[src/rtl/smh_pkg.sv]
package smh_pkg;
  typedef enum logic [1:0] {OP_START = 2'd0, OP_WRITE = 2'd1, OP_READ = 2'd2, OP_STOP = 2'd3} eng_op_e;

  typedef struct packed {
    logic       valid;
    logic       rd;
    logic       has_cmd;
    logic [1:0] nbytes;
  } proto_t;

  localparam int REG_PROTO = 0;
  localparam int REG_STAT  = 1;
  localparam int REG_ADDR  = 2;
  localparam int REG_CMD   = 3;
  localparam int REG_DATA0 = 4;
  localparam int NDATA     = 2;

  localparam logic [7:0] STAT_DONE   = 8'h80;
  localparam logic [7:0] STAT_NOACK  = 8'h01;
  localparam logic [7:0] STAT_BADCMD = 8'h02;
endpackage

[src/rtl/smh_proto_decode.sv]
module smh_proto_decode
  import smh_pkg::*;
(
  input  logic [7:0] code_i,
  output proto_t     dec_o
);
  always_comb begin
    dec_o    = '0;
    dec_o.rd = code_i[0];
    unique case (code_i[7:1])
      7'd1: dec_o.valid = 1'b1;                                   // quick
      7'd2: begin dec_o.valid = 1'b1; dec_o.nbytes = 2'd1; end    // byte
      7'd3: begin dec_o.valid = 1'b1; dec_o.has_cmd = 1'b1; dec_o.nbytes = 2'd1; end
      7'd4: begin dec_o.valid = 1'b1; dec_o.has_cmd = 1'b1; dec_o.nbytes = 2'd2; end
      default: dec_o.valid = 1'b0;
    endcase
  end
endmodule

[src/rtl/smh_seq.sv]
module smh_seq
  import smh_pkg::*;
(
  input  logic            clk_i,
  input  logic            rst_ni,
  input  logic            launch_i,
  input  proto_t          dec_i,
  input  logic [7:0]      addr_i,
  input  logic [7:0]      cmd_i,
  input  logic [1:0][7:0] wdata_i,
  input  logic            eng_done_i,
  input  logic            eng_ack_i,
  input  logic [7:0]      eng_byte_i,
  output logic            eng_req_o,
  output eng_op_e         eng_op_o,
  output logic [7:0]      eng_byte_o,
  output logic            eng_nack_o,
  output logic            busy_o,
  output logic            fin_o,
  output logic            fin_err_o,
  output logic            cap_o,
  output logic            cap_idx_o,
  output logic [7:0]      cap_byte_o
);
  typedef enum logic [3:0] {
    ST_IDLE, ST_START, ST_ADDR, ST_CMD, ST_WDATA, ST_RSTART, ST_RADDR, ST_RDATA, ST_STOP
  } st_e;

  st_e    st_q, st_d;
  proto_t cfg_q, cfg_d;
  logic   idx_q, idx_d, err_q, err_d;
  logic   last;

  assign last = (({1'b0, idx_q} + 2'd1) == cfg_q.nbytes);

  always_comb begin
    st_d = st_q; cfg_d = cfg_q; idx_d = idx_q; err_d = err_q;
    unique case (st_q)
      ST_IDLE: if (launch_i) begin
        st_d = ST_START; cfg_d = dec_i; idx_d = 1'b0; err_d = 1'b0;
      end
      ST_START:  if (eng_done_i) st_d = ST_ADDR;
      ST_ADDR: if (eng_done_i) begin
        if (!eng_ack_i)                begin err_d = 1'b1; st_d = ST_STOP; end
        else if (cfg_q.has_cmd)        st_d = ST_CMD;
        else if (cfg_q.nbytes == 2'd0) st_d = ST_STOP;
        else if (cfg_q.rd)             st_d = ST_RDATA;
        else                           st_d = ST_WDATA;
      end
      ST_CMD: if (eng_done_i) begin
        if (!eng_ack_i)                begin err_d = 1'b1; st_d = ST_STOP; end
        else if (cfg_q.rd)             st_d = ST_RSTART;
        else if (cfg_q.nbytes == 2'd0) st_d = ST_STOP;
        else                           st_d = ST_WDATA;
      end
      ST_WDATA: if (eng_done_i) begin
        if (!eng_ack_i) begin err_d = 1'b1; st_d = ST_STOP; end
        else if (last)  st_d = ST_STOP;
        else            idx_d = 1'b1;
      end
      ST_RSTART: if (eng_done_i) st_d = ST_RADDR;
      ST_RADDR: if (eng_done_i) begin
        if (!eng_ack_i) begin err_d = 1'b1; st_d = ST_STOP; end
        else            st_d = ST_RDATA;
      end
      ST_RDATA: if (eng_done_i) begin
        if (last) st_d = ST_STOP;
        else      idx_d = 1'b1;
      end
      ST_STOP: if (eng_done_i) st_d = ST_IDLE;
      default: st_d = ST_IDLE;
    endcase
  end

  always_ff @(posedge clk_i or negedge rst_ni) begin
    if (!rst_ni) begin
      st_q <= ST_IDLE; cfg_q <= '0; idx_q <= 1'b0; err_q <= 1'b0;
    end else begin
      st_q <= st_d; cfg_q <= cfg_d; idx_q <= idx_d; err_q <= err_d;
    end
  end

  always_comb begin
    eng_byte_o = 8'h00;
    unique case (st_q)
      ST_START, ST_RSTART: eng_op_o = OP_START;
      ST_RDATA:            eng_op_o = OP_READ;
      ST_STOP:             eng_op_o = OP_STOP;
      default:             eng_op_o = OP_WRITE;
    endcase
    unique case (st_q)
      ST_ADDR:  eng_byte_o = {addr_i[7:1], cfg_q.rd & ~cfg_q.has_cmd};
      ST_RADDR: eng_byte_o = {addr_i[7:1], 1'b1};
      ST_CMD:   eng_byte_o = cmd_i;
      ST_WDATA: eng_byte_o = wdata_i[idx_q];
      default:  eng_byte_o = 8'h00;
    endcase
  end

  assign eng_req_o  = (st_q != ST_IDLE);
  assign eng_nack_o = (st_q == ST_RDATA) && last;
  assign busy_o     = eng_req_o;
  assign fin_o      = (st_q == ST_STOP) && eng_done_i;
  assign fin_err_o  = err_q;
  assign cap_o      = (st_q == ST_RDATA) && eng_done_i;
  assign cap_idx_o  = idx_q;
  assign cap_byte_o = eng_byte_i;


  op_hold_chk: assert property (@(posedge clk_i) disable iff (!rst_ni)
    (eng_req_o && !eng_done_i) |=> (eng_req_o && $stable(eng_op_o) && $stable(eng_nack_o)));

  stop_release_chk: assert property (@(posedge clk_i) disable iff (!rst_ni)
    (eng_req_o && eng_op_o == OP_STOP && eng_done_i) |=> !eng_req_o);
endmodule

[src/rtl/smbus_host_regs.sv]
module smbus_host_regs
  import smh_pkg::*;
#(
  parameter int AW = 3
) (
  input  logic          clk_i,
  input  logic          rst_ni,
  input  logic          reg_wr_i,
  input  logic [AW-1:0] reg_addr_i,
  input  logic [7:0]    reg_wdata_i,
  output logic [7:0]    reg_rdata_o,
  input  logic          irq_en_i,
  output logic          irq_o,
  output logic          eng_req_o,
  output logic [1:0]    eng_op_o,
  output logic [7:0]    eng_byte_o,
  output logic          eng_nack_o,
  input  logic          eng_done_i,
  input  logic          eng_ack_i,
  input  logic [7:0]    eng_byte_i
);
  localparam logic [AW-1:0] A_PROTO = AW'(REG_PROTO);
  localparam logic [AW-1:0] A_STAT  = AW'(REG_STAT);
  localparam logic [AW-1:0] A_ADDR  = AW'(REG_ADDR);
  localparam logic [AW-1:0] A_CMD   = AW'(REG_CMD);

  logic [7:0]            proto_q, stat_q, addr_q, cmd_q;
  logic [NDATA-1:0][7:0] data_q;
  proto_t                dec;
  eng_op_e               op;
  logic busy, fin, fin_err, cap, cap_idx, launch, bad, wr_proto, wr_stat;
  logic [7:0] cap_byte;

  smh_proto_decode u_dec (.code_i(reg_wdata_i), .dec_o(dec));

  assign wr_proto = reg_wr_i && (reg_addr_i == A_PROTO) && !busy;
  assign wr_stat  = reg_wr_i && (reg_addr_i == A_STAT);
  assign launch   = wr_proto && dec.valid;
  assign bad      = wr_proto && !dec.valid;

  smh_seq u_seq (
    .clk_i, .rst_ni, .launch_i(launch), .dec_i(dec),
    .addr_i(addr_q), .cmd_i(cmd_q), .wdata_i(data_q),
    .eng_done_i, .eng_ack_i, .eng_byte_i,
    .eng_req_o, .eng_op_o(op), .eng_byte_o, .eng_nack_o,
    .busy_o(busy), .fin_o(fin), .fin_err_o(fin_err),
    .cap_o(cap), .cap_idx_o(cap_idx), .cap_byte_o(cap_byte)
  );
  assign eng_op_o = op;

  always_ff @(posedge clk_i or negedge rst_ni) begin
    if (!rst_ni) begin
      proto_q <= '0; stat_q <= '0; addr_q <= '0; cmd_q <= '0;
    end else begin
      if (wr_proto) proto_q <= reg_wdata_i;
      if (reg_wr_i && reg_addr_i == A_ADDR) addr_q <= reg_wdata_i;
      if (reg_wr_i && reg_addr_i == A_CMD)  cmd_q  <= reg_wdata_i;
      if (fin)          stat_q <= fin_err ? STAT_NOACK : STAT_DONE;  // completion beats clear
      else if (launch)  stat_q <= 8'h00;
      else if (bad)     stat_q <= STAT_BADCMD;
      else if (wr_stat) stat_q <= 8'h00;
    end
  end

  for (genvar i = 0; i < NDATA; i++) begin : g_data
    always_ff @(posedge clk_i or negedge rst_ni) begin
      if (!rst_ni)                                   data_q[i] <= '0;
      else if (cap && cap_idx == i[0])               data_q[i] <= cap_byte;
      else if (reg_wr_i && reg_addr_i == AW'(REG_DATA0 + i)) data_q[i] <= reg_wdata_i;
    end
  end

  always_comb begin
    reg_rdata_o = 8'h00;
    if (reg_addr_i == A_PROTO)      reg_rdata_o = proto_q;
    else if (reg_addr_i == A_STAT)  reg_rdata_o = stat_q;
    else if (reg_addr_i == A_ADDR)  reg_rdata_o = addr_q;
    else if (reg_addr_i == A_CMD)   reg_rdata_o = cmd_q;
    else begin
      for (int i = 0; i < NDATA; i++)
        if (reg_addr_i == AW'(REG_DATA0 + i)) reg_rdata_o = data_q[i];
    end
  end

  assign irq_o = irq_en_i && (stat_q != 8'h00);


  busy_quiet_chk: assert property (@(posedge clk_i) disable iff (!rst_ni)
    busy |-> (stat_q == 8'h00));

  done_err_excl_chk: assert property (@(posedge clk_i) disable iff (!rst_ni)
    !(stat_q[7] && (stat_q[4:0] != 5'd0)));

  proto_locked_chk: assert property (@(posedge clk_i) disable iff (!rst_ni)
    (reg_wr_i && reg_addr_i == A_PROTO && busy) |=> $stable(proto_q));

  fin_beats_clear_chk: assert property (@(posedge clk_i) disable iff (!rst_ni)
    (fin && wr_stat) |=> (stat_q != 8'h00));
endmodule

[config.mk]
export PLATFORM = sky130hd
export DESIGN_NAME = smbus_host_regs
export DESIGN_NICKNAME = d
export VERILOG_FILES = /design/src/rtl/smh_pkg.sv /design/src/rtl/smh_proto_decode.sv /design/src/rtl/smh_seq.sv /design/src/rtl/smbus_host_regs.sv
export SDC_FILE = /design/constraint.sdc
export NUM_CORES = 1
export LEC_CHECK = 0
export BUFFER_PORTS_ARGS = -buffer_cell sky130_fd_sc_hd__buf_2
export CAP_MARGIN = 20
export CORE_MARGIN = 3
export CORE_UTILIZATION = 58
export CTS_CLUSTER_SIZE = 28
export DETAILED_ROUTE_END_ITERATION = 8
export PLACE_DENSITY = 0.77
export SETUP_SLACK_MARGIN = 0.15
export SLEW_MARGIN = 10
export SYNTH_ARGS = -nofsm -noshare
export SYNTH_HDL_FRONTEND = slang
export SYNTH_SLANG_ARGS = --single-unit
export TNS_END_PERCENT = 1
[constraint.sdc]
create_clock -name clk_i -period 2.4 [get_ports clk_i]
set_input_delay 0.48 -clock clk_i [delete_from_list [all_inputs] [get_ports clk_i]]
set_output_delay 0.48 -clock clk_i [all_outputs]
set_load 0.02 [all_outputs]
; Word-level counts from Yosys, hierarchy flattened
; Index checks and enable logic that the tools add are counted.
[classes]
eq_ne = 30
n_bitwise = 3
addsub = 1
magnitude_cmp = 1
n_mux = 51
reduce_logical = 36
[op_table]
columns = cell, n
row1 = $mux 8, 17
row2 = $mux 4, 18
row3 = $pmux 4 s9, 1
row4 = $pmux 8 s4, 1
row5 = $ne 2x2->1 const B, 11
row6 = $eq 4x3->1 const B, 4
row7 = $logic_and 1x1->1, 15
row8 = $eq 7x2->1 const B, 2
row9 = $mux 1, 9
row10 = $reduce_and 9->1, 1
row11 = $eq 4x2->1 const B, 2
row12 = $reduce_bool 4->1, 2
row13 = $reduce_bool 8->1, 1
row14 = $reduce_or 4->1, 2
row15 = $eq 7x1->1 const B, 1
row16 = $eq 7x3->1 const B, 1
row17 = $eq 3x2->1 const B, 2
row18 = $eq 3x3->1 const B, 2
row19 = $pmux 2 s3, 1
row20 = $reduce_bool 2->1, 3
row21 = $reduce_or 2->1, 3
row22 = $reduce_and 5->1, 1
row23 = $eq 4x1->1 const B, 1
row24 = $eq 4x4->1 const B, 1
row25 = other kinds (18), 20
[word_totals]
regBits = 58
output_inout_bits = 21

; Logic depth before layout (Yosys ltp)
; Gate-level depths: netlist of the first run.
[logic_depth]
depth_word = 8
depth_mapped = 7
mapped_depth_nobuf = 5

; Modules after synthesis
; Synthesis of the first run repeated with hierarchy kept, for this count alone.
[unflattened]
hier_cells = 301
hier_area_um2 = 3374.5
[by_module_without_submodules]
columns = module, area_per_inst_um2, cells_per_inst, instances
row1 = smbus_host_regs, 2274.7, 171, 1
row2 = smh_seq, 1031.0, 121, 1
row3 = smh_proto_decode, 68.8, 9, 1

; Worst setup path after synthesis of the first run
; No wires, ideal clock.
[synth_timing]
path_kind = input to output
startpoint = input port reg_addr_i[0]
endpoint = output port reg_rdata_o[2]
slack_ns = 0.284
path_stages = 4
n_path_buf = 2
arrival_ns = 1.636
path_cell_list = clkbuf_1 > buf_1 > mux2i_1 > o22ai_1
[synth_between]
elab_chain_cells = 7
word_cells_on_any_way = 12
cone_classes = eq/ne (5) / mux (6) / reduce/logical (1)
[synth_lines]
columns = element, line
row1 = from (decl), smbus_host_regs.sv:9  ; input logic [AW-1:0] reg_addr_i,
row2 = $eq 3x3->1, smbus_host_regs.sv:81  ; if (reg_addr_i == AW'(REG_DATA0 + i)) reg_rdata_o = data_q[i];
row3 = $mux 8 (2 in series), smbus_host_regs.sv:81
row4 = $mux 8, smbus_host_regs.sv:78  ; else if (reg_addr_i == A_CMD) reg_rdata_o = cmd_q;
row5 = $mux 8, smbus_host_regs.sv:77  ; else if (reg_addr_i == A_ADDR) reg_rdata_o = addr_q;
row6 = $mux 8, smbus_host_regs.sv:76  ; else if (reg_addr_i == A_STAT) reg_rdata_o = stat_q;
row7 = $mux 8 (*), smbus_host_regs.sv:75  ; if (reg_addr_i == A_PROTO) reg_rdata_o = proto_q;
row8 = to (decl), smbus_host_regs.sv:11  ; output logic [7:0] reg_rdata_o,
; Mark *: on every way between the ends. The rest lies on a longest branch, timed or not.

; Final worst setup path of the first run
[layout_timing]
startpoint = register u_seq.idx_q, in the netlist u_seq.cap_idx_o
endpoint = output port eng_nack_o
[layout_between]
elab_chain_cells = 3
[layout_lines]
columns = element, line
row1 = from (decl), smh_seq.sv:31  ; logic idx_q, idx_d, err_q, err_d;
row2 = from (signal assigned), smh_seq.sv:79  ; st_q <= st_d; cfg_q <= cfg_d; idx_q <= idx_d; err_q <= err_d;
row3 = $add 1x1->2, smh_seq.sv:34  ; assign last = (({1'b0, idx_q} + 2'd1) == cfg_q.nbytes);
row4 = $eq 2x2->1, smh_seq.sv:34
row5 = $logic_and 1x1->1, smh_seq.sv:101  ; assign eng_nack_o = (st_q == ST_RDATA) && last;
row6 = to (decl), smbus_host_regs.sv:17  ; output logic eng_nack_o,
; Every way passes these cells.

==> summary.txt, run 1 <==
Route
  – Via-to-Cell Ratio: 6.314
  – Vias: about 2.9k
  – Routed Wire Length: 8695 microns
  – Final antenna-violating net count: 0
  – Avg WL per Cell: 18.82 microns
  – Iter 0 DRT Violations: 318
  – First drt pass iteration count: 5
  – DRC Markers: 0

Placement
  – Post-DP HPWL: 6198 microns
  – Final Wtd Congestion: 0.9185
  – Quantity of I/O buffers inserted on ports: 45
  – Placed insts: roughly 450

Yosys
  – Commonest cells in the netlist: dfrtp_1 (53), nor2_1 (40), mux2i_1 (39)
  – Post-synthesis sequential area ratio: between 40% and 50%
  – Post-Synthesis Cells: 350
  – Post-synth top flop: dfrtp_1
  – Yosys warning count: 0
  – Netlist Area Pre-Place: 3227 sq um
  – Synth area leaders: dfrtp_1 (41%), mux2i_1 (12%), mux2_2 (5.9%), a21oi_1 (5.3%), nor2_1 (4.7%)
  – Post-synth top area cell: dfrtp_1
  – Post-synth ARST share: 100.0%
  – Number of distinct library cells after synthesis: 59
  – Mean area per synthesized cell: 9.220 sq um
  – #FFs+latches synth: 53
  – EDFF count, synth: 0
  – Mapped Nets: 375
  – Post-synth top area share: 41.10%
  – Count leader, synth: dfrtp_1

Floorplan
  – Die width: 80.59 microns
  – # rows: 26
  – Core region area: 5238 sq um
  – Initial Util: 61.61%
  – Die area: 6495 sq um
  – Die Y: 80.59 microns
  – IO Count: 46

Timing
  – Post-route setup TNS: 0 ns
  – Final setup violation count: 0
  – Tmin final: ~2.2 ns
  – Max-slew violations: 0
  – Fin. Hold Viols: 0
  – Top achievable clock speed: 0.4466 GHz
  – Final hold slack: 0.1303 ns
  – Slew @ Worst Pin: 0.6361 ns
  – Worst Skew: 0.008319 ns
  – Tcrit/Tclk final: 93.29%
  – Worst slew margin: 57.46%
  – RSZ-0062 raised after global routing: yes

Cells and area
  – NumNets Final: 416
  – Final Non-Filler Cells: 462
  – P&R area growth vs syn: 13.92%
  – Layout cells sized above 1: 24.23%
  – ANT cells: 0

Setup path
  – Critical path's top delay family: simple AND/OR/NAND/NOR gates
  – Critical Path Source Type: flip-flop
  – Worst path bufs/invs: 1
  – Max stage delay on crit path: 0.56 ns
  – Crit path cell chain: and3b_1 -> nor2_1 -> nor2_1 -> buf_2
  – WP data required: approximately 1.9 ns
  – WS Path Type: reg2out
  – CP arrival: 1.76 ns
  – Most common cell on crit path: nor2_1
  – Critical Path End Type: output pin
  – Slowest CP cell: dfrtp_2
  – Max FO, Critical Path: 13

GRT
  – Initial antenna violation count: 0
  – Overflow after GRT: 0
  – Pin count of the biggest net entering global routing: 54
  – Vias in the first global route: 2777
  – Total track usage: 28.33%
  – First-pass GRT wire length: 13970 microns

Clock network
  – CTS tree: built
  – Max clock buf depth: 2
  – Clock root buffer: clkbuf_8
  – Clock Sinks: 53
  – H-Tree Depth: 2
  – Num CTS Buffers: 5
  – Clock Pin Slew Worst Setup and Hold Paths: 0.10 ns
  – Clk Latency, worst-skew pair: 0.31 ns

Flow run
  – Max Cap Viol: 0

Power
  – Clock share of power: 19.5%
  – Sequential Power Share: 41.8%
  – P per Cell Area: 856.6 nW/um^2
  – Peak supply drop: 0.0004440 V
  – Combinational Power Share: about two fifths
  – Switching power: 1.221 mW
  – Int Pwr: 1.928 mW
  – Switching Fraction: between 30% and 40%
  – Pleak: 1.705 nW

Run status
  – Status: finished, final reports clean

Hold path
  – Hold Crit Class: in2async
worst paths after layout:
check                                      from         endpoint  slack [ns]  cells past startpoint
worst max-delay path            u_seq.cap_idx_o       eng_nack_o        0.16                      4
worst min-delay path                     rst_ni    u_seq.st_q[2]        0.13                      2
worst max register to register    u_seq.st_q[2]        data_q[1]        0.46                      5
worst min register to register  u_seq.fin_err_o        stat_q[7]        0.48                      1
max in group asynchronous                rst_ni  u_seq.cap_idx_o        1.99                      2
min in group clk_i                eng_byte_i[3]        data_q[3]        0.43                      3
registers in the layout, indices dropped and copies added (netlist names):
register / flops
addr_q: 8
cmd_q: 8
data_q: 16
proto_q: 8
stat_q: 3
u_seq.cap_idx_o: 1
u_seq.cfg_q: 4
u_seq.fin_err_o: 1
u_seq.st_q: 4
per-stage QoR:
stage	power [mW]	cell area (sq um)	worst slack, ns	util, %
finish	3.149	3676	0.1610	70.19
global placement	2.469	3542	0.3008	67.63
CTS	3.116	3655	0.04050	69.78
detailed placement	2.501	3542	0.2573	67.63
global route	3.338	3676	0.07215	70.19
floorplan	2.110	3227	0.2836	-
worst register-to-register path, stage by stage (launching register included):
cell and delay [ns]:
dfrtp_1 0.43, buf_4 0.24, nand4b_1 0.20, or3_1 0.64, nor2_1 0.21, a21oi_1 0.06
power by group through the flow:
stage | clock network (mW) | logic, mW | registers, mW
after floorplan | 0 | 0.851 | 1.26
after global placement | 0 | 1.16 | 1.31
after detailed placement | 0 | 1.18 | 1.32
after CTS | 0.623 | 1.19 | 1.31
after global routing | 0.656 | 1.34 | 1.34
final | 0.616 | 1.22 | 1.32
what timing repair did:
action / CTS / global route
resized for setup: 1 / 5
setup buffers: 0 / 0
hold buffers: 0 / 0
cloned: 0 / 0
endpoints found under the setup margin: 9 / 11
cells by family (layout without fill, tap and decap cells):
logic type      count (synthesis)  after routing  synth area share [%]
simple gates                  120            120                 18.81
flops                          53             53                 41.10
buf+inv                        33             75                 4.614
xor+xnor                        1              1                0.2715
compound gates                 86             86                 16.83
mux                            57             57                 18.38
per-layer routing:
metal  GRT usage [%]  vias to the layer above  share of wire [%]
met3           6.390                       18                8.4
met4           8.784                        0                2.4
li1                -                     1362                  -
met5               0                        -                  0
met2           43.87                      145                 46
met1           39.48                     1392                 43
layout by cell type, fill, tap and decap left out, types with 3 or more instances in the layout:
cell,netlist,routed
a21oi_1,34,34
a22oi_1,8,8
and3b_1,3,3
buf_2,5,45
buf_4,1,14
clkbuf_8,0,5
dfrtp_1,53,52
inv_1,6,6
mux2_2,17,17
mux2i_1,39,39
nand2_1,32,32
nand2b_1,4,4
nand3_1,6,6
nand3b_1,3,3
nor2_1,40,39
nor2b_1,3,3
nor3_1,8,7
o21ai_0,6,6
o22ai_1,14,14
area by class of cell:
type,count,area [sq um]
Clock inverter,2,38.79
Clock buffer,6,72.57
Tap cell,70,87.58
Inverter,7,26.28
Multi-Input combinational cell,264,1773
Sequential cell,53,1328
Fill cell,424,1562
Timing Repair Buffer,60,350.3
Power figures use the tool's default switching activity.
==> run 2: changes to the inputs <==
--- a/config.mk
+++ b/config.mk
@@ -8,13 +8,15 @@
 export BUFFER_PORTS_ARGS = -buffer_cell sky130_fd_sc_hd__buf_2
 export CAP_MARGIN = 20
 export CORE_MARGIN = 3
-export CORE_UTILIZATION = 58
+export CORE_UTILIZATION = 60
+export CTS_BUF_LIST = sky130_fd_sc_hd__clkbuf_8
 export CTS_CLUSTER_SIZE = 28
 export DETAILED_ROUTE_END_ITERATION = 8
-export PLACE_DENSITY = 0.77
+export PLACE_DENSITY = 0.79
 export SETUP_SLACK_MARGIN = 0.15
 export SLEW_MARGIN = 10
 export SYNTH_ARGS = -nofsm -noshare
 export SYNTH_HDL_FRONTEND = slang
+export SYNTH_HIERARCHICAL = 1
 export SYNTH_SLANG_ARGS = --single-unit
 export TNS_END_PERCENT = 1
==> run 2 against run 1 <==
  * Worst hold slack improved by 0.16 ns
  * Power fell by 5.6%
  * Area after synthesis rose by 4.6%
  * Die area rose by 1.0%
  * Maximum frequency fell by 3.9%
  * Clock skew fell by 0.0011 ns
  * First-iteration DRC count fell by 48%
  * Critical endpoint is now eng_byte_o[1]
==> summary.txt, run 2 <==
Setup path
  – WS Path Type: reg2out
  – R2R depth: 9
  – WP data required: about 1.9 ns
  – Slowest CP cell: or4b_4
  – Max FO, Critical Path: 6
  – Crit path cell chain: buf_6 -> or4b_4 -> o21ai_4 -> buf_4
  – Critical Path End Type: output pin
  – Worst r2r dst: u_seq/st_q[3]
  – Critical path's top delay family: simple AND/OR/NAND/NOR gates
  – Worst path bufs/invs: 2
  – CP arrival: 1.85 ns
  – Worst reg-to-reg setup slack: 0.12 ns
  – Worst flop-to-flop path startpoint: u_seq/st_q[1]
  – Max stage delay on crit path: between 0.6 and 0.7 ns
  – Critical Path Source Type: flip-flop

Clock network
  – Num CTS Buffers: 5
  – CTS tree: built
  – Clock Sinks: 53
  – Clock Pin Slew Worst Setup and Hold Paths: 0.09 ns
  – Hold Buf Count CTS: 0
  – Max clock buf depth: 2
  – Clk Latency, worst-skew pair: 0.31 ns
  – H-Tree Depth: 2
  – Clock root buffer: clkbuf_8

Yosys
  – Post-synth top area share: between 30% and 40%
  – Commonest cells in the netlist: mux2_2 (66), dfrtp_1 (53), mux2i_1 (22), nand2_1 (22)
  – Synth area leaders: dfrtp_1 (39%), mux2_2 (22%), mux2i_1 (6.5%), buf_4 (2.7%), nand2_1 (2.4%)
  – #FFs+latches synth: 53
  – Number of distinct library cells after synthesis: 55
  – EDFF count, synth: 0
  – Netlist Area Pre-Place: 3374 sq um
  – Post-synth top area cell: dfrtp_1
  – Post-Synthesis Cells: 301
  – Mapped Nets: 326
  – Count leader, synth: mux2_2
  – Mean area per synthesized cell: 11.21 sq um
  – Post-synth ARST share: 100.0%
  – Post-synthesis sequential area ratio: between 30% and 40%
  – Yosys warning count: 6
  – Post-synth top flop: dfrtp_1

Cells and area
  – NumNets Final: ~390
  – ANT cells: 0
  – Leading cell type in the layout, fill and taps excluded: mux2_2
  – Final instance area: around 4000 sq um
  – Number of flip-flops under the largest register name: 16
  – Largest Register: data_q
  – P&R area growth vs syn: 18.72%
  – Commonest non-fill, non-tap cells in the layout: mux2_2 (66), dfrtp_1 (51), buf_4 (41)
  – Layout cells sized above 1: 50.27%
  – Final cell utilization of the core: 76.02%

Hold path
  – Hold Crit Class: in2async

Timing
  – Tcrit/Tclk final: 97.04%
  – Worst Skew: 0.007182 ns
  – Worst slew margin: 54.44%
  – Slew @ Worst Pin: roughly 0.68 ns
  – Top achievable clock speed: 0.4294 GHz
  – Post-route setup TNS: 0 ns
  – Fin. Hold Viols: 0
  – Max-slew violations: 0
  – Setup WS post-layout: 0.07112 ns
  – Final hold slack: about 0.29 ns
  – RSZ-0062 raised after global routing: yes
  – Tmin final: between 2 and 2.5 ns
  – Final setup violation count: 0

GRT
  – Total track usage: 28.22%
  – Pin count of the biggest net entering global routing: 54
  – First-pass GRT wire length: about 14000 microns
  – Initial antenna violation count: 0
  – Vias in the first global route: 2645
  – Overflow after GRT: 0

Route
  – Via-to-Cell Ratio: 6.239
  – Final antenna-violating net count: 0
  – First drt pass iteration count: 4
  – Avg WL per Cell: ~20 microns
  – DRC Markers: 0
  – Vias: 2745
  – Iter 0 DRT Violations: ~160
  – Routed Wire Length: ~8800 microns

Power
  – Combinational Power Share: 40.2%
  – Int Pwr: 1.915 mW
  – P per Cell Area: 742.1 nW/um^2
  – Pleak: 1.788 nW
  – Clock share of power: between 10% and 20%
  – Switching power: 1.058 mW
  – Peak supply drop: 0.0004574 V
  – Switching Fraction: a little over a third
  – Sequential Power Share: roughly 43%

Floorplan
  – Die width: 81.00 microns
  – Die area: 6560 sq um
  – # rows: 26
  – Core region area: 5270 sq um
  – IO Count: 46
  – Initial Util: 64.03%
  – Die Y: between 80 and 90 microns

Placement
  – Pre-CTS setup slack: -0.1291 ns
  – Final Wtd Congestion: 0.8928
  – Dpl cell area: 3741 sq um
  – Post-DP HPWL: 6046 microns
  – Quantity of I/O buffers inserted on ports: 45

Flow run
  – Max Cap Viol: 0

Run status
  – Status: finished, final reports clean
run 2: cell count changes in the layout (fill, tap and decap cells not counted), moves of 5 or more:
cell and delta:
nor3_1 -7, buf_6 +5, mux2i_1 -17, o22ai_1 -12
a21oi_1 -29, buf_4 +27, nand3_1 -5, mux2_2 +49
nor2_1 -29, nand2_1 -10, buf_2 -6
run 2: layout make-up:
cell class / count / area (sq um)
clock buffers: 5 / 68.82
repair buffers: 85 / 559.3
fillers: 367 / 1264
clock inverters: 3 / 15.01
flip-flops and latches: 53 / 1329
multi-input cells: 217 / 1921
inverters: 7 / 26.28
well taps: 70 / 87.58
run 2: cell families (layout without fill, tap and decap cells):
| logic type | count (synthesis) | count (layout) | share of synthesized area (%) |
|---|---|---|---|
| flip-flops | 53 | 53 | 39.30 |
| AND/OR/NAND/NOR | 70 | 71 | 13.20 |
| buffers and inverters | 32 | 100 | 6.044 |
| AO/OA/AOI/OAI | 57 | 57 | 12.57 |
| multiplexers | 89 | 89 | 28.88 |
run 2: worst max-delay path by stage:
stage | from | endpoint | slack (ns) | depth (start not counted)
after floorplan | u_seq/st_q[0] | u_seq/st_q[3] | -0.21 | 9
after global placement | reg_wdata_i[4] | u_seq/st_q[3] | -0.07 | 8
after detailed placement | reg_wdata_i[4] | u_seq/st_q[3] | -0.13 | 8
after CTS | u_seq/st_q[0] | eng_byte_o[7] | 0.11 | 5
after global routing | u_seq/st_q[0] | eng_byte_o[7] | 0.02 | 5
final | u_seq/st_q[0] | eng_byte_o[1] | 0.07 | 4
run 2: layer usage:
metal	part of all wire, %	GRT usage (%)	up-vias
met5	0	0	-
met4	2.9	9.966	0
met3	5.6	4.545	27
met2	49	47.13	116
met1	43	37.20	1346
li1	-	-	1256
run 2: repair_timing:
item / 4_1_cts / 5_1_grt
pin swaps: 8 / 0
cloned: 1 / 0
buffers inserted: 11 / 0
setup endpoints to repair: 12 / 21
endpoints found under the hold margin: 0 / 0
gates resized for setup: 27 / 1
run 2: stage by stage:
step / total power [mW] / std cells
floorplan: 2.021 / 301
global placement: 2.318 / 420
detailed placement: 2.347 / 420
CTS: 2.962 / 440
global route: 3.135 / 440
finish: 2.973 / 440
run 2: power by group through the flow:
stage	Clock, mW	Sequential [mW]	Combinational, mW
global route	0.537	1.32	1.28
floorplan	0	1.26	0.763
detailed placement	0	1.31	1.04
global placement	0	1.30	1.02
finish	0.489	1.29	1.20
CTS	0.496	1.28	1.18
==> run 3: changes to the inputs <==
--- a/config.mk
+++ b/config.mk
@@ -5,14 +5,15 @@
 export SDC_FILE = /design/constraint.sdc
 export NUM_CORES = 1
 export LEC_CHECK = 0
-export BUFFER_PORTS_ARGS = -buffer_cell sky130_fd_sc_hd__buf_2
 export CAP_MARGIN = 20
 export CORE_MARGIN = 3
 export CORE_UTILIZATION = 60
 export CTS_BUF_LIST = sky130_fd_sc_hd__clkbuf_8
+export CTS_CLUSTER_DIAMETER = 30
 export CTS_CLUSTER_SIZE = 28
 export DETAILED_ROUTE_END_ITERATION = 8
-export PLACE_DENSITY = 0.79
+export DONT_BUFFER_PORTS = 1
+export PLACE_DENSITY = 0.72
 export SETUP_SLACK_MARGIN = 0.15
 export SLEW_MARGIN = 10
 export SYNTH_ARGS = -nofsm -noshare
==> run 3 against run 2 <==
  * Sequential power barely moved
  * Largest cell class unchanged
  * Wire length fell by 3.2%
  * Die area unchanged
  * Largest power group unchanged
  * Critical path depth rose by 5
  * Final cell count shrank 13%
  * Clock-buffer cell count is 1 higher
  * Final area down 6.7%
==> summary.txt, run 3 (same netlist as run 2, synthesis figures left out) <==
Power
  – Switching power: 996.0 uW
  – Peak supply drop: 0.0004337 V
  – Clock share of power: 20.8%
  – Int Pwr: 1.978 mW
  – Combinational Power Share: 35.7%
  – Switching Fraction: 33.48%
  – P per Cell Area: 795.6 nW/um^2
  – Pleak: 1.546 nW
  – Sequential Power Share: 43.4%

GRT
  – Total track usage: around 28%
  – Global routing's busiest layer: met2
  – Vias in the first global route: 2536
  – First-pass GRT wire length: 13420 microns
  – Initial antenna violation count: 0
  – Overflow after GRT: 0
  – Met3 Use GR: 6.652%
  – Met2 usage: 44.33%
  – Pin count of the biggest net entering global routing: 54
  – Met1 usage in global routing: ~37%

Route
  – Routed Wire Length: approximately 8500 microns
  – Avg WL per Cell: roughly 22 microns
  – Final antenna-violating net count: 0
  – Iter 0 DRT Violations: 180
  – DRC Markers: 0
  – First drt pass iteration count: 5
  – Vias: 2521
  – Via-to-Cell Ratio: 6.599

Setup path
  – Max FO, Critical Path: 3
  – Critical Path Source Type: flip-flop
  – Crit. Startpoint: u_seq/st_q[3]
  – WS Path Type: reg2reg
  – R2R depth: 9
  – Worst flop-to-flop path startpoint: u_seq/st_q[3]
  – Critical Path End Type: flip-flop
  – WP data required: 2.63 ns
  – CP arrival: 2.59 ns

Timing
  – Final hold slack: between 0.02 and 0.025 ns
  – RSZ-0062 raised after global routing: yes
  – Setup WS post-layout: 0.03792 ns
  – Worst Skew: 0.003738 ns
  – Top achievable clock speed: 0.4234 GHz
  – Slew @ Worst Pin: 0.7715 ns
  – Max-slew violations: 0
  – Fin. Hold Viols: 0
  – Final setup violation count: 0
  – Tcrit/Tclk final: 98.42%
  – Worst slew margin: 48.02%
  – Tmin final: 2.362 ns

Cells and area
  – Largest Register: data_q
  – Final Non-Filler Cells: 382
  – Leading cell type in the layout, fill and taps excluded: mux2_2
  – Number of flip-flops under the largest register name: 16
  – P&R area growth vs syn: 10.79%
  – Filler cells: 406
  – Final instance area: around 3700 sq um
  – Commonest non-fill, non-tap cells in the layout: mux2_2 (66), dfrtp_1 (51), mux2i_1 (22)
  – ANT cells: 0
  – Layout cells sized above 1: 42.63%
  – NumNets Final: 336

Run status
  – Status: finished, final reports clean

Placement
  – Pre-CTS setup slack: -0.01037 ns
  – Dpl cell area: 3463 sq um
  – Quantity of I/O buffers inserted on ports: 0
  – Placed insts: 368
  – Final Wtd Congestion: 0.9299
  – Post-DP HPWL: 5762 microns

Hold path
  – Hold Crit Class: in2async

Clock network
  – Num CTS Buffers: 5
  – Clock Pin Slew Worst Setup and Hold Paths: around 0.09 ns
  – H-Tree Depth: 2
  – Clk Latency, worst-skew pair: roughly 0.30 ns
  – Clock Sinks: 53
  – Max clock buf depth: 2
  – CTS tree: built
  – Clock root buffer: clkbuf_8

Floorplan
  – Initial Util: 64.03%
  – IO Count: 46
  – Die Y: around 80 microns
  – Core region area: 5270 sq um
  – # rows: 26
  – Die width: 81.00 microns
  – Die area: 6560 sq um

Flow run
  – Max Cap Viol: 0
run 3: power groups by stage:
stage	combinational, mW	clock, mW	sequential [mW]
6_report	1.06	0.620	1.29
5_1_grt	1.15	0.666	1.32
4_1_cts	1.02	0.630	1.29
3_5_place_dp	0.936	0	1.31
3_3_place_gp	0.921	0	1.29
2_1_floorplan	0.763	0	1.26
run 3: what timing repair did:
item / in CTS / in global routing
pin swaps: 2 / 9
hold buffers: 1 / 0
gates resized for setup: 11 / 19
cloned: 1 / 0
endpoints found under the setup margin: 10 / 30
hold endpoints to repair: 53 / 0
buffers inserted: 4 / 0
run 3: layout make-up:
| type | count | area [sq um] | area share [%] |
|---|---|---|---|
| Timing Repair Buffer | 27 | 249.0 | 6.660 |
| Clock inverter | 2 | 33.78 | 0.9036 |
| Sequential cell | 53 | 1329 | 35.54 |
| Clock buffer | 6 | 82.58 | 2.209 |
| Multi-Input combinational cell | 217 | 1931 | 51.64 |
| Inverter | 7 | 26.28 | 0.7028 |
| Tap cell | 70 | 87.58 | 2.343 |
run 3: per-stage QoR:
stage / power, mW / setup TNS, ns / util (%)
3_5_place_dp: 2.243 / -0.01037 / 65.72
3_3_place_gp: 2.215 / 0 / 65.72
4_1_cts: 2.941 / 0 / 69.68
2_1_floorplan: 2.021 / -0.6430 / -
6_report: 2.974 / 0 / 70.94
5_1_grt: 3.137 / -0.1980 / 70.94
run 3: routing by layer:
metal  up-vias  wire length (microns)
met4         0                    122
li1       1145                      -
met2        98                   3908
met1      1263                   3831
met5         -                      0
met3        15                    606
run 3: worst max-delay path, cell delays in order (launching register included):
cell	delay, ns
dfrtp_2	0.44
buf_6	0.13
nor4_4	0.26
inv_2	0.10
nor4_4	0.29
and2_4	0.19
or4b_4	0.47
a21oi_4	0.20
inv_2	0.06
a22oi_2	0.14
run 3: final timing paths:
path                                   to  slack [ns]
min in group clk_i               cmd_q[6]        0.31
min reg2reg                    proto_q[0]        0.52
max                         u_seq/st_q[3]        0.04
max in group asynchronous       stat_q[0]        2.15
max reg2reg                 u_seq/st_q[3]        0.04
min                        u_seq/cfg_q[0]        0.02
